<file path="config.mk">
export PLATFORM = sky130hd
export DESIGN_NAME = nest_intc
export DESIGN_NICKNAME = d
export VERILOG_FILES = /design/src/rtl/nest_intc_pkg.sv /design/src/rtl/nest_intc_capture.sv /design/src/rtl/nest_intc_resolve.sv /design/src/rtl/nest_intc.sv
export SDC_FILE = /design/constraint.sdc
export NUM_CORES = 1
export LEC_CHECK = 0
export BUFFER_PORTS_ARGS = -buffer_cell sky130_fd_sc_hd__buf_4
export CAP_MARGIN = 20
export CORE_MARGIN = 2
export CORE_UTILIZATION = 55
export DETAILED_ROUTE_END_ITERATION = 7
export PLACE_DENSITY = 0.77
export SLEW_MARGIN = 20
export SYNTH_ARGS = -nofsm -noshare
export SYNTH_HDL_FRONTEND = slang
export SYNTH_SLANG_ARGS = --single-unit
</file>
<file path="constraint.sdc">
create_clock -name clk -period 8.08 [get_ports clk]
set_clock_uncertainty 0.05 [all_clocks]
set_input_delay 1.616 -clock clk [delete_from_list [all_inputs] [get_ports clk]]
set_output_delay 1.616 -clock clk [all_outputs]
set_load 0.02 [all_outputs]
</file>
<file path="src/rtl/nest_intc_pkg.sv">
package nest_intc_pkg;

    localparam int NUM_IRQ = 8;
    localparam int IDX_W   = $clog2(NUM_IRQ);
    localparam int VEC_W   = 8;
    localparam int BASE_W  = VEC_W - IDX_W;
    localparam int DATA_W  = 8;
    localparam int ADDR_W  = 3;
    localparam int SYNC_STAGES = 2;

    localparam logic [DATA_W-1:0] CMD_NS_EOI = 8'h20;
    localparam logic [IDX_W-1:0]  IDLE_IDX   = IDX_W'(NUM_IRQ - 1);

    typedef enum logic [ADDR_W-1:0] {
        RA_PEND  = 3'd0,
        RA_INSVC = 3'd1,
        RA_MASK  = 3'd2,
        RA_MODE  = 3'd3,
        RA_CMD   = 3'd4,
        RA_BASE  = 3'd5
    } reg_addr_e;

    typedef struct packed {
        logic             found;
        logic [IDX_W-1:0] idx;
    } pick_t;

    // lowest set index wins (index 0 is most urgent)
    function automatic pick_t pick_first(input logic [NUM_IRQ-1:0] v);
        pick_t p;
        p.found = 1'b0;
        p.idx   = '0;
        for (int i = NUM_IRQ - 1; i >= 0; i--) begin
            if (v[i]) begin
                p.found = 1'b1;
                p.idx   = IDX_W'(i);
            end
        end
        return p;
    endfunction

    function automatic logic [NUM_IRQ-1:0] idx_onehot(input logic [IDX_W-1:0] idx);
        logic [NUM_IRQ-1:0] r;
        r = '0;
        r[idx] = 1'b1;
        return r;
    endfunction

endpackage

</file>
<file path="src/rtl/nest_intc_capture.sv">
module nest_intc_capture
    import nest_intc_pkg::*;
#(
    parameter int N = NUM_IRQ
) (
    input  logic         clk,
    input  logic         rst,
    input  logic [N-1:0] pin,
    input  logic [N-1:0] level_mode,
    input  logic [N-1:0] ack_clear,
    output logic [N-1:0] pend
);

    for (genvar g = 0; g < N; g++) begin : g_lane
        logic [SYNC_STAGES-1:0] sync_q;
        logic                   prev_q;
        logic                   latch_q;
        logic                   synced;
        logic                   rise;

        assign synced = sync_q[SYNC_STAGES-1];
        assign rise   = synced & ~prev_q;

        always_ff @(posedge clk) begin
            if (rst) begin
                sync_q  <= '0;
                prev_q  <= 1'b0;
                latch_q <= 1'b0;
            end else begin
                sync_q  <= {sync_q[SYNC_STAGES-2:0], pin[g]};
                prev_q  <= synced;
                if (level_mode[g])
                    latch_q <= 1'b0;
                else if (rise)
                    latch_q <= 1'b1;
                else if (ack_clear[g])
                    latch_q <= 1'b0;
            end
        end

        assign pend[g] = level_mode[g] ? synced : latch_q;
    end

endmodule

</file>
<file path="src/rtl/nest_intc_resolve.sv">
module nest_intc_resolve
    import nest_intc_pkg::*;
(
    input  logic [NUM_IRQ-1:0] pend,
    input  logic [NUM_IRQ-1:0] mask,
    input  logic [NUM_IRQ-1:0] insvc,
    output pick_t              req_pick,
    output pick_t              svc_pick,
    output logic               fire
);

    assign req_pick = pick_first(pend & ~mask);
    assign svc_pick = pick_first(insvc);
    assign fire     = req_pick.found &&
                      (!svc_pick.found || (req_pick.idx < svc_pick.idx));

endmodule

</file>
<file path="src/rtl/nest_intc.sv">
module nest_intc
    import nest_intc_pkg::*;
(
    input  logic               clk,
    input  logic               rst,
    input  logic [NUM_IRQ-1:0] irq_pin,
    input  logic               ack_in,
    output logic               int_out,
    output logic [VEC_W-1:0]   ack_vector,
    input  logic               reg_wr,
    input  logic [ADDR_W-1:0]  reg_addr,
    input  logic [DATA_W-1:0]  reg_wdata,
    output logic [DATA_W-1:0]  reg_rdata
);

    logic [NUM_IRQ-1:0] mask_q, mode_q, insvc_q;
    logic [BASE_W-1:0]  base_q;
    logic [NUM_IRQ-1:0] pend;
    logic [NUM_IRQ-1:0] grant, retire;
    logic               eoi_hit;
    pick_t              req_pick, svc_pick;
    logic               fire;
    reg_addr_e          addr;

    assign addr = reg_addr_e'(reg_addr);

    nest_intc_capture #(.N(NUM_IRQ)) u_capture (
        .clk        (clk),
        .rst        (rst),
        .pin        (irq_pin),
        .level_mode (mode_q),
        .ack_clear  (grant),
        .pend       (pend)
    );

    nest_intc_resolve u_resolve (
        .pend     (pend),
        .mask     (mask_q),
        .insvc    (insvc_q),
        .req_pick (req_pick),
        .svc_pick (svc_pick),
        .fire     (fire)
    );

    assign eoi_hit = reg_wr && (addr == RA_CMD) && (reg_wdata == CMD_NS_EOI);
    assign grant   = (ack_in && fire) ? idx_onehot(req_pick.idx) : '0;
    assign retire  = (eoi_hit && svc_pick.found) ? idx_onehot(svc_pick.idx) : '0;

    always_ff @(posedge clk) begin
        if (rst) begin
            mask_q  <= '0;
            mode_q  <= '0;
            insvc_q <= '0;
            base_q  <= '0;
        end else begin
            insvc_q <= (insvc_q & ~retire) | grant;
            if (reg_wr) begin
                unique case (addr)
                    RA_MASK: mask_q <= reg_wdata[NUM_IRQ-1:0];
                    RA_MODE: mode_q <= reg_wdata[NUM_IRQ-1:0];
                    RA_BASE: base_q <= reg_wdata[DATA_W-1:IDX_W];
                    default: ;
                endcase
            end
        end
    end

    assign int_out    = fire;
    assign ack_vector = {base_q, fire ? req_pick.idx : IDLE_IDX};

    always_comb begin
        unique case (addr)
            RA_PEND:  reg_rdata = DATA_W'(pend);
            RA_INSVC: reg_rdata = DATA_W'(insvc_q);
            RA_MASK:  reg_rdata = DATA_W'(mask_q);
            RA_MODE:  reg_rdata = DATA_W'(mode_q);
            RA_BASE:  reg_rdata = {base_q, {IDX_W{1'b0}}};
            default:  reg_rdata = '0;
        endcase
    end

endmodule

</file>
==> out/qor.csv <==
stage;metric;value;unit
run_status;outcome;finished, final reports clean;
power;static leakage;1.300;nW
sta;time the worst path needs with I/O delays and setup;4.900;ns
sta;fin. max-slew vios;0;
global_route;aggregate global routing overflow;0;
routing;first drt pass iteration count;5;
clock_tree;CTS tree;done;
global_route;initial antenna violation count;0;
synthesis;part of the Yosys area used for sequential elements;0.4334;
routing;DR vias;2443;
routing;DR iter-0 viols;255;
final_layout;Fill cells;437;
critical_path;FF-to-FF setup slack;5.02;ns
floorplanning;Top Ports;40;
synthesis;top cells by area, synth;dfxtp_1 (43%), mux2i_1 (10%), nor2b_1 (6.9%);
sta;Final Hold Viols;0;
clock_tree;TritonCTS buffer count;9;
clock_tree;Clock Path Buffers;2;
power;VDD IR max;0.0001757;V
synthesis;most used flip-flop cell after synthesis;dfxtp_1;
global_route;first-pass GRT wire length;10230;µm
routing;uppermost routed layer;met4;
power;total power;0.7439;mW
routing;Routed met3 length;430;µm
placement;post-DP HPWL;4784;µm
clock_tree;CTS Hold Bufs;0;
critical_path;critical path fanouts, max;5;
sta;actual slew at the worst max-slew pin;0.6199;ns
final_layout;Post-Layout Cell Count;433;
sta;Slew Limit Headroom;0.5867;
routing;antenna-violating nets left;0;
final_layout;layout cells sized above 1;0.1901;
clock_tree;CTS Sinks;61;
clock_tree;Clock Tree Root;clkbuf_8;
routing;DR vias/cell;5.642;
floorplanning;core area;5010;µm²
synthesis;FFs w/ async S/R, synth;0;
routing;routed length on met1;3023;µm
synthesis;area leader, netlist;dfxtp_1;
clock_tree;H-tree depth;3;
sta;fmax;204.1;MHz
routing;final wirelength;6641;µm
synthesis;Post-synth top cells;dfxtp_1 (61), nor2_1 (36), nand2_1 (33);
critical_path;Critical Path RT;6.41;ns
floorplanning;Die Area;5712;µm²
synthesis;Synth Warn #;0;
synthesis;synth unique cells;47;
critical_path;CP Capture Type;output port;
final_layout;final core utilization;0.6711;
synthesis;number of synthesized flops with an enable pin;0;
synthesis;count leader, synth;dfxtp_1;
floorplanning;Initial Util;0.5624;
placement;placed cells;417;
sta;unrepaired setup endpoints after global routing;no;
routing;met2 wire length;2888;µm
synthesis;Seq cells post-synth;61;
clock_tree;clock-pin slew on the worst setup and hold paths;0.07;ns
global_route;vias in the first global route;2109;
sta;TNS Setup;0;ns
floorplanning;Chip Width;75.58;µm
global_route;largest net degree at the start of global routing;64;
critical_path;Worst EP arrival;3.23;ns
routing;DRC viols;0;
critical_path;WS Path Type;reg2out;
placement;gpl congestion;0.8770;
clock_tree;clk_lat worst skew;0.35;ns
synthesis;syn_nets;349;
routing;wire length per cell;15.34;µm
sta;final worst path period share;0.6064;
clock_tree;postcts setup bufs;0;
flow_run;maxcap violations;0;
synthesis;Mean Syn Cell Area;8.697;µm²
global_route;GRT Total Usage;0.2523;
final_layout;Antenna Cells;0;
floorplanning;Die Span Y;75.58;µm
power;PD cells;221.3;nW/µm²
final_layout;nets;383;
final_layout;Area Growth Syn to Fin;19.32;%
placement;IO Port Bufs;39;
hold_path;Hold Path Class;reg2reg;
synthesis;Post-Syn Area;2818;µm²
sta;Final Setup Violations;0;
synthesis;instance count of the mapped netlist;324;
critical_path;Critical Path Start Type;register;
clock_tree;Resized Gates After CTS;0;
floorplanning;Std-Cell Rows;26;
synthesis;Yosys top cell area share;0.4334;
[layout make-up]
cell class                 count  area [µm²]  share of cell area
clock buffer                  11       141.4             0.04205
sequential                    61        1221              0.3632
timing repair buffer          39       292.8             0.08709
multi-input combinational    245        1528              0.4544
inverter                       2       7.507            0.002233
tap                           70       87.58             0.02605
clock inverter                 5       83.83             0.02493
[state kept, by name, summed over array words and instances (netlist names)]
signal	cells
base_q	5
insvc_q	8
mask_q	8
mode_q	8
u_capture.g_lane.latch_q	8
u_capture.g_lane.prev_q	8
u_capture.g_lane.sync_q	16
[worst max-delay path: stages, from the launching register on]
cell and delay (ns):
dfxtp_1 0.43, mux2i_1 0.37, o22ai_1 0.21, nor2_1 0.26
nor2_1 0.08, ha_1 0.34, a221oi_2 0.45, inv_1 0.09
o21bai_1 0.22, a21boi_0 0.25, buf_4 0.19
[power by group]
| group | internal [mW] | leakage (nW) | total (mW) | switching (mW) |
|---|---|---|---|---|
| logic | 0.0539 | 0.697 | 0.122 | 0.0685 |
| registers | 0.312 | 0.498 | 0.320 | 0.00852 |
| clock network | 0.182 | 0.106 | 0.301 | 0.119 |
| total | 0.548 | 1.30 | 0.744 | 0.196 |
[cell usage in the layout (no fill, tap or decap), types with 2 or more instances in the layout]
master       n
dfxtp_1     61
buf_4       39
nor2_1      36
nand2_1     33
nor2b_1     31
mux2i_1     29
a21oi_1     25
o21ai_0     15
clkbuf_8    10
a211oi_1     8
or2_2        6
nor3_1       6
o22ai_1      5
nand3_1      4
nor4b_1      4
nand2b_1     3
or4_4        2
o31ai_1      2
o21bai_1     2
inv_1        2
a21boi_0     2
and3_1       2
nor4_1       2
nand4b_1     2
nand4_1      2
a31o_2       2
o211ai_1     2
ha_1         2
bufinv_16    2
clkinvlp_4   2
[final timing paths]
| kind | from | to | cells after the start |
|---|---|---|---|
| worst max register to register | mode_q[4]$_SDFFE_PP0P_ | u_capture.g_lane[4].latch_q$_SDFFE_PP0P_ | 9 |
| worst max-delay path | mode_q[4]$_SDFFE_PP0P_ | int_out | 10 |
| worst min-delay path | u_capture.g_lane[0].sync_q[0]$_SDFF_PP0_ | u_capture.g_lane[0].sync_q[1]$_SDFF_PP0_ | 1 |
| worst min register to register | u_capture.g_lane[0].sync_q[0]$_SDFF_PP0_ | u_capture.g_lane[0].sync_q[1]$_SDFF_PP0_ | 1 |
[kinds of logic after synthesis]
| logic type | Yosys count | share of synthesized area |
|---|---|---|
| simple gates | 141 | 0.2616 |
| compound gates | 72 | 0.1647 |
| flops | 61 | 0.4334 |
| mux | 30 | 0.1070 |
| buf+inv | 18 | 0.02442 |
| fa+ha+maj | 2 | 0.008880 |
[layer usage]
metal / up-vias / track usage
met5: - / 0
met4: 0 / 0.1676
met3: 23 / 0.08862
met2: 93 / 0.3536
met1: 1115 / 0.3267
li1: 1212 / -
[metrics by stage]
stage | hold slack (ns) | area, µm² | setup slack, ns
2_1_floorplan | 0.3638 | 2818 | 3.585
3_5_place_dp | 0.3726 | 3137 | 3.588
3_3_place_gp | 0.3671 | 3137 | 3.568
6_report | 0.3793 | 3362 | 3.180
4_1_cts | 0.3830 | 3362 | 3.254
5_1_grt | 0.4066 | 3362 | 2.995
(Power assumes the default switching activity.)
